--- src/rtl/sfc_pkg.sv ---
package sfc_pkg;
   typedef enum logic [1:0] {
      CK_DATA = 2'd0,
      CK_START = 2'd1,
      CK_STOP = 2'd2
   } char_kind_e;
endpackage

--- src/rtl/sfc_code_match.sv ---
module sfc_code_match #(
   parameter int W = 8
) (
   input  logic [W-1:0] value,
   input  logic [W-1:0] code,
   output logic         hit
);
   logic [W-1:0] bit_eq;
   genvar i;
   for (i = 0; i < W; i++) begin : g_bit
      assign bit_eq[i] = ~(value[i] ^ code[i]);
   end
   assign hit = &bit_eq;
endmodule

--- src/rtl/sfc_classify.sv ---
module sfc_classify
   import sfc_pkg::*;
#(
   parameter int DATA_W = 8
) (
   input  logic [DATA_W-1:0] rx_data,
   input  logic [DATA_W-1:0] start_code,
   input  logic [DATA_W-1:0] stop_code,
   output char_kind_e        kind
);
   logic hit_start, hit_stop;

   sfc_code_match #(.W(DATA_W)) u_start (
      .value(rx_data), .code(start_code), .hit(hit_start));
   sfc_code_match #(.W(DATA_W)) u_stop (
      .value(rx_data), .code(stop_code), .hit(hit_stop));

   always_comb begin
      if (hit_stop)       kind = CK_STOP;   // stop wins a tie
      else if (hit_start) kind = CK_START;
      else                kind = CK_DATA;
   end
endmodule

--- src/rtl/sfc_pause_ctl.sv ---
module sfc_pause_ctl
   import sfc_pkg::*;
(
   input  logic       clk,
   input  logic       rst_n,
   input  logic       flow_en,
   input  logic       any_resume,
   input  logic       rx_valid,
   input  char_kind_e kind,
   output logic       pause_q
);
   logic pause_d;

   always_comb begin
      pause_d = pause_q;
      if (!flow_en) begin
         pause_d = 1'b0;
      end else if (rx_valid) begin
         unique case (kind)
            CK_STOP:  pause_d = 1'b1;
            CK_START: pause_d = 1'b0;
            default:  if (any_resume) pause_d = 1'b0;
         endcase
      end
   end

   always_ff @(posedge clk or negedge rst_n) begin
      if (!rst_n) pause_q <= 1'b0;
      else        pause_q <= pause_d;
   end


   stop_sets_chk: assert property (@(posedge clk) disable iff (!rst_n)
      flow_en && rx_valid && kind == CK_STOP |=> pause_q);

   start_clears_chk: assert property (@(posedge clk) disable iff (!rst_n)
      flow_en && rx_valid && kind == CK_START |=> !pause_q);

   any_resume_chk: assert property (@(posedge clk) disable iff (!rst_n)
      flow_en && rx_valid && any_resume && kind != CK_STOP |=> !pause_q);

   data_holds_chk: assert property (@(posedge clk) disable iff (!rst_n)
      flow_en && rx_valid && !any_resume && kind == CK_DATA |=> $stable(pause_q));

   idle_holds_chk: assert property (@(posedge clk) disable iff (!rst_n)
      flow_en && !rx_valid |=> $stable(pause_q));
endmodule

--- src/rtl/sfc_push_gate.sv ---
module sfc_push_gate
   import sfc_pkg::*;
(
   input  logic       rx_valid,
   input  logic       flow_en,
   input  char_kind_e kind,
   output logic       rx_push
);
   always_comb begin
      rx_push = rx_valid;
      if (flow_en && kind != CK_DATA) rx_push = 1'b0;
   end
endmodule

--- src/rtl/sfc_flow_ctrl.sv ---
module sfc_flow_ctrl
   import sfc_pkg::*;
#(
   parameter int DATA_W = 8
) (
   input  logic              clk,
   input  logic              rst_n,
   input  logic              rx_valid,
   input  logic [DATA_W-1:0] rx_data,
   input  logic              flow_en,
   input  logic              any_resume,
   input  logic [DATA_W-1:0] start_code,
   input  logic [DATA_W-1:0] stop_code,
   output logic              tx_pause,
   output logic              rx_push
);
   if (DATA_W < 5 || DATA_W > 9) begin : g_bad_width
      $error("sfc_flow_ctrl: DATA_W must be 5..9");
   end

   char_kind_e kind;
   logic       pause_q;

   sfc_classify #(.DATA_W(DATA_W)) u_classify (
      .rx_data(rx_data), .start_code(start_code), .stop_code(stop_code),
      .kind(kind));

   sfc_pause_ctl u_pause (
      .clk(clk), .rst_n(rst_n), .flow_en(flow_en), .any_resume(any_resume),
      .rx_valid(rx_valid), .kind(kind), .pause_q(pause_q));

   sfc_push_gate u_push (
      .rx_valid(rx_valid), .flow_en(flow_en), .kind(kind), .rx_push(rx_push));

   assign tx_pause = pause_q & flow_en;


   off_passthru_chk: assert property (@(posedge clk) disable iff (!rst_n)
      !flow_en |-> !tx_pause && (rx_push == rx_valid));

   codes_filtered_chk: assert property (@(posedge clk) disable iff (!rst_n)
      flow_en && rx_valid && (rx_data == start_code || rx_data == stop_code)
      |-> !rx_push);

   push_needs_strobe_chk: assert property (@(posedge clk) disable iff (!rst_n)
      rx_push |-> rx_valid);
endmodule

--- config.mk ---
export PLATFORM = sky130hd
export DESIGN_NAME = sfc_flow_ctrl
export DESIGN_NICKNAME = d
export VERILOG_FILES = /design/src/rtl/sfc_pkg.sv /design/src/rtl/sfc_code_match.sv /design/src/rtl/sfc_classify.sv /design/src/rtl/sfc_pause_ctl.sv /design/src/rtl/sfc_push_gate.sv /design/src/rtl/sfc_flow_ctrl.sv
export SDC_FILE = /design/constraint.sdc
export NUM_CORES = 1
export LEC_CHECK = 0
export BUFFER_PORTS_ARGS = -buffer_cell sky130_fd_sc_hd__buf_2
export CAP_MARGIN = 20
export CORE_AREA = 2 2 39 41
export CTS_CLUSTER_DIAMETER = 60
export DETAILED_ROUTE_END_ITERATION = 6
export DIE_AREA = 0 0 41 43
export PLACE_DENSITY = 0.51
export SYNTH_ARGS = -nofsm -noshare
export SYNTH_HDL_FRONTEND = slang
export SYNTH_SLANG_ARGS = --single-unit
--- constraint.sdc ---
create_clock -name clk -period 1.77 [get_ports clk]
set_input_delay 0.354 -clock clk [delete_from_list [all_inputs] [get_ports clk]]
set_output_delay 0.354 -clock clk [all_outputs]
set_load 0.01 [all_outputs]
* Word-level counts from Yosys, hierarchy flattened
Index checks and enable logic that the tools add are counted.
** Cells by class
- Equality and inequality tests :: 4
- Bitwise gates (word level) :: 33
- Multiplexer cells :: 7
- Reductions and logical operators :: 5
** Operator list (number)
- $not 1->1 :: 16
- $reduce_and 8->1 :: 2
- $xor 1x1->1 :: 16
- $mux 1 :: 5
- $ne 4x1->1 const B :: 1
- $eq 2x1->1 const B :: 1
- $eq 2x2->1 const B :: 1
- $mux 2 :: 1
- $ne 2x2->1 const B :: 1
- $pmux 1 s2 :: 1
- $reduce_and 2->1 :: 1
- $reduce_bool 2->1 :: 1
- $and 1x1->1 :: 1
- $logic_and 1x1->1 :: 1
** Storage, ports and cells
- Input port bits :: 29
- Output and inout bits :: 2
- Register bits after elaboration :: 1
- Word-level logic and storage cells :: 50

* Depth between registers and ports, before layout
- Depth in word-level cells :: 9
- Mapped depth :: 5
- Depth with buffers taken out :: 5

* Hierarchy
From an unflattened synthesis, not the netlist that was laid out.
** Unflattened totals
- Cells, all modules :: 34
- Area, all modules :: 277.8 um^2
** By module, submodules not included
- sfc_code_match :: sequential area each 0.0 um^2, area each 86.3 um^2, times used 2, cells each 11
- sfc_pause_ctl :: sequential area each 25.0 um^2, area each 66.3 um^2, times used 1, cells each 7
- sfc_classify :: sequential area each 0.0 um^2, area each 21.3 um^2, times used 1, cells each 2
- sfc_push_gate :: sequential area each 0.0 um^2, area each 11.3 um^2, times used 1, cells each 2
- sfc_flow_ctrl :: sequential area each 0.0 um^2, area each 6.3 um^2, times used 1, cells each 1

* Worst setup path after synthesis
No wires, ideal clock.
- Path type :: input to output
- Start :: input port stop_code[6]
- End :: output port rx_push
- Path buffers :: 0
- Required time :: 1.416 ns
- Setup slack :: 0.462 ns
- Cell stages on the path :: 5
- Data arrival time :: 0.954 ns
- Cell sequence :: xnor2_1 -> nand4_1 -> nor2_1 -> o21ai_1 -> and2_1
** On the way
- Longest elaborated chain between the ends :: 7
** Ends and longest elaborated chain
- from (decl) :: RTL line sfc_flow_ctrl.sv:13 : input logic [DATA_W-1:0] stop_code,
- $xor 1x1->1 :: RTL line sfc_code_match.sv:11 : assign bit_eq[i] = ~(value[i] ^ code[i]);
- $not 1->1 :: RTL line sfc_code_match.sv:11
- $reduce_and 8->1 :: RTL line sfc_code_match.sv:13 : assign hit = &bit_eq;
- $mux 2 :: RTL line sfc_classify.sv:19 : if (hit_stop) kind = CK_STOP;
- $reduce_bool 2->1 :: RTL line sfc_push_gate.sv:11 : if (flow_en && kind != CK_DATA) rx_push = 1'b0;
- $logic_and 1x1->1 :: RTL line sfc_push_gate.sv:11
- $mux 1 :: RTL line sfc_push_gate.sv:11
- to (decl) :: RTL line sfc_flow_ctrl.sv:15 : output logic rx_push
No other way between the ends.

* Worst setup path in the final report
- Start :: input port rx_data[0]
- End :: output port rx_push
** On the way
- Longest elaborated chain between the ends :: 8
- Elaborated cells between the ends (all ways) :: 11
- Classes of those cells :: 3 x mux; 4 x bitwise; 4 x reduce/logical
** Ends and longest elaborated chain
- from (decl) :: RTL line sfc_flow_ctrl.sv:9 : input logic [DATA_W-1:0] rx_data,
- $xor 1x1->1 :: RTL line sfc_code_match.sv:11
- $not 1->1 :: RTL line sfc_code_match.sv:11
- $reduce_and 8->1 :: RTL line sfc_code_match.sv:13
- $mux 1 :: RTL line sfc_classify.sv:20 : else if (hit_start) kind = CK_START;
- $mux 2 (*) :: RTL line sfc_classify.sv:19
- $reduce_bool 2->1 (*) :: RTL line sfc_push_gate.sv:11
- $logic_and 1x1->1 (*) :: RTL line sfc_push_gate.sv:11
- $mux 1 (*) :: RTL line sfc_push_gate.sv:11
Every way passes the cells marked *; elsewhere a longest branch is shown, timed or not.

==> reports/qor.csv <==
stage,metric,value,unit
run_status,status,completed,
clocking,path_clk_slew,0,ps
yosys,avgSynthCellArea,7.924,um^2
worst_setup_path,slowest_delay,170,ps
clocking,postCtsSetupRepairBufs,0,
run,cap_violations,0,
detailed_routing,vias_per_cell,3.974,
placed_design,gp_congestion,0.6082,
yosys,synth_cell_types,11,
worst_setup_path,start_kind,primary input,
detailed_routing,drtAntennaViolNets,0,
worst_setup_path,cpLargestDelayFamily,simple AND/OR/NAND/NOR gates,
sta,holdWs,132.4,ps
detailed_routing,wl_per_cell,9.092,um
cells_and_area,fin_cells,76,
placed_design,pre_cts_slack,131.0,ps
global_route,grt_usage,0.07608,
detailed_routing,drc,0,
sta,period_needed,1607,ps
floorplanning,dieHeight,43,um
global_route,gr-total-overflow,0,
cells_and_area,area_delta_synth_final,71.58,%
global_route,grt_pass1_wl,1.000,mm
sta,relSlewSlack,0.8474,
sta,hold_viol_final,0,
yosys,ys_seq_elements,1,
floorplanning,coreArea,1384,um^2
worst_setup_path,critPathMaxFanout,2,
yosys,ys_seq_area_frac,0.1053,
cells_and_area,largest_registers,u_pause.pause_q (1),
detailed_routing,dr_total_vias,302,
power_and_ir_drop,ir_worst_vdd,0.09540,mV
sta,rsz0062_at_grt,false,
cells_and_area,drive_above_1_share,0.5000,
placed_design,port_buffers,30,
floorplanning,chipWidth,41,um
worst_setup_path,cp_cell_sequence,buf_2 > xnor2_1 > nand4_1 > nor2_1 > o21ai_1 > and2_1 > buf_2,
sta,setup_violations,0,
floorplanning,start_util,0.1718,
cells_and_area,nNetsFinal,91,
cells_and_area,num_antenna_cells,0,
cells_and_area,top_register,u_pause.pause_q,
global_route,antenna_found_initial,0,
sta,report.final.slew_viol_count,0,
floorplanning,io_pins,31,
worst_setup_path,cp.arrival,1250,ps
power_and_ir_drop,cellPowerDensity,256.1,nW/um^2
global_route,grt_max_degree,5,
sta,worstMarginPinSlew,225.3,ps
yosys,synth_cells,30,
sta,min_period_over_period,0.9079,
floorplanning,rows,14,
worst_setup_path,worst-path-buf-inv,2,
sta,setup_slack,163.1,ps
detailed_routing,drt_iter0_markers,0,
sta,fin_tns_setup,0,ps
yosys,synth.yosys.warnings,0,
min_path,hold_class,primary input to async pin,
global_route,grt_pass1_vias,299,
yosys,syn_nets,59,
clocking,hold_buffers,0,
floorplanning,die_area,1763,um^2
cells_and_area,post-route-util,0.2948,
detailed_routing,first_pass_iters,1,
sta,fmax,0.6223,GHz
worst_setup_path,critPathKind,primary input to output pin,
power_and_ir_drop,p_leak,0.1872,nW
worst_setup_path,crit_slowest_cell,xnor2_1,
cells_and_area,largest_register_ff_count,1,
clocking,worst_skew_pair.late_latency,0,ps
yosys,syn-cell-area,237.7,um^2
worst_setup_path,timing.critical_path.mode_cell,buf_2,
worst_setup_path,critPathCaptureType,output pin,
sta,fin_skew,0,ps
detailed_routing,routed_wl,691,um
clocking,cts_resized,0,
worst_setup_path,crit_required,1420,ps
placed_design,place_inst,76,
layout make-up:
cell class	instances	area, um^2
fillers	160	975.9
flip-flops and latches	1	25.02
inverters	1	3.754
repair buffers	30	150.1
multi-input cells	28	209.0
well taps	16	20.02
cells in the mapped netlist:
cell type  number  share of area
and2_1          1          0.026
dfrtp_1         1           0.11
inv_1           1          0.016
nand2_1         1          0.016
nand3_1         1          0.021
nand3b_1        1          0.032
nand4_1         4           0.11
nor2_1          2          0.032
o21ai_1         1          0.021
o311ai_1        1          0.037
xnor2_1        16           0.59
cell families (layout without fill, tap and decap cells):
logic type / Yosys count / after routing / share of synthesized area
AO/OA/AOI/OAI: 2 / 2 / 0.05788
XOR/XNOR: 16 / 16 / 0.5895
buffers and inverters: 1 / 31 / 0.01577
flip-flops: 1 / 1 / 0.1052
AND/OR/NAND/NOR: 10 / 10 / 0.2316
power breakdown:
group	switching, W	internal, W	leakage [nW]
registers	0.0000000450	0.0000234	0.0140
logic	0.0000317	0.0000493	0.173
clock network	0	0	0
total	0.0000318	0.0000727	0.187
final timing paths:
kind | from | to | slack, ps | cells past startpoint
min in group clk | u_pause.pause_q | u_pause.pause_q | 520 | 2
max reg2reg | u_pause.pause_q | u_pause.pause_q | 1000 | 2
min reg2reg | u_pause.pause_q | u_pause.pause_q | 520 | 2
max in group asynchronous | rst_n | u_pause.pause_q | 1550 | 1
min | rst_n | u_pause.pause_q | 130 | 1
max | rx_data[0] | rx_push | 160 | 7
layout by cell type (no fill, tap or decap), types with 2 or more instances in the layout:
master and count:
nor2_1 2, buf_2 30, xnor2_1 16, nand4_1 4
metal layers:
| layer | global-route usage | share of wire | wire (um) |
|---|---|---|---|
| met1 | 0.08599 | 0.42 | 288 |
| met2 | 0.1531 | 0.51 | 352 |
| met3 | 0 | 0.072 | 50 |
| met4 | 0 | 0 | 0 |
| met5 | 0 | 0 | 0 |
per-stage QoR:
step / area (um^2) / power [W]
after floorplan: 237.7 / 0.00006045
after global placement: 407.9 / 0.0001057
after detailed placement: 407.9 / 0.0001056
after CTS: 407.9 / 0.0001060
after global routing: 407.9 / 0.0001127
final: 407.9 / 0.0001045
No activity file was read; power rests on OpenSTA's default activity.
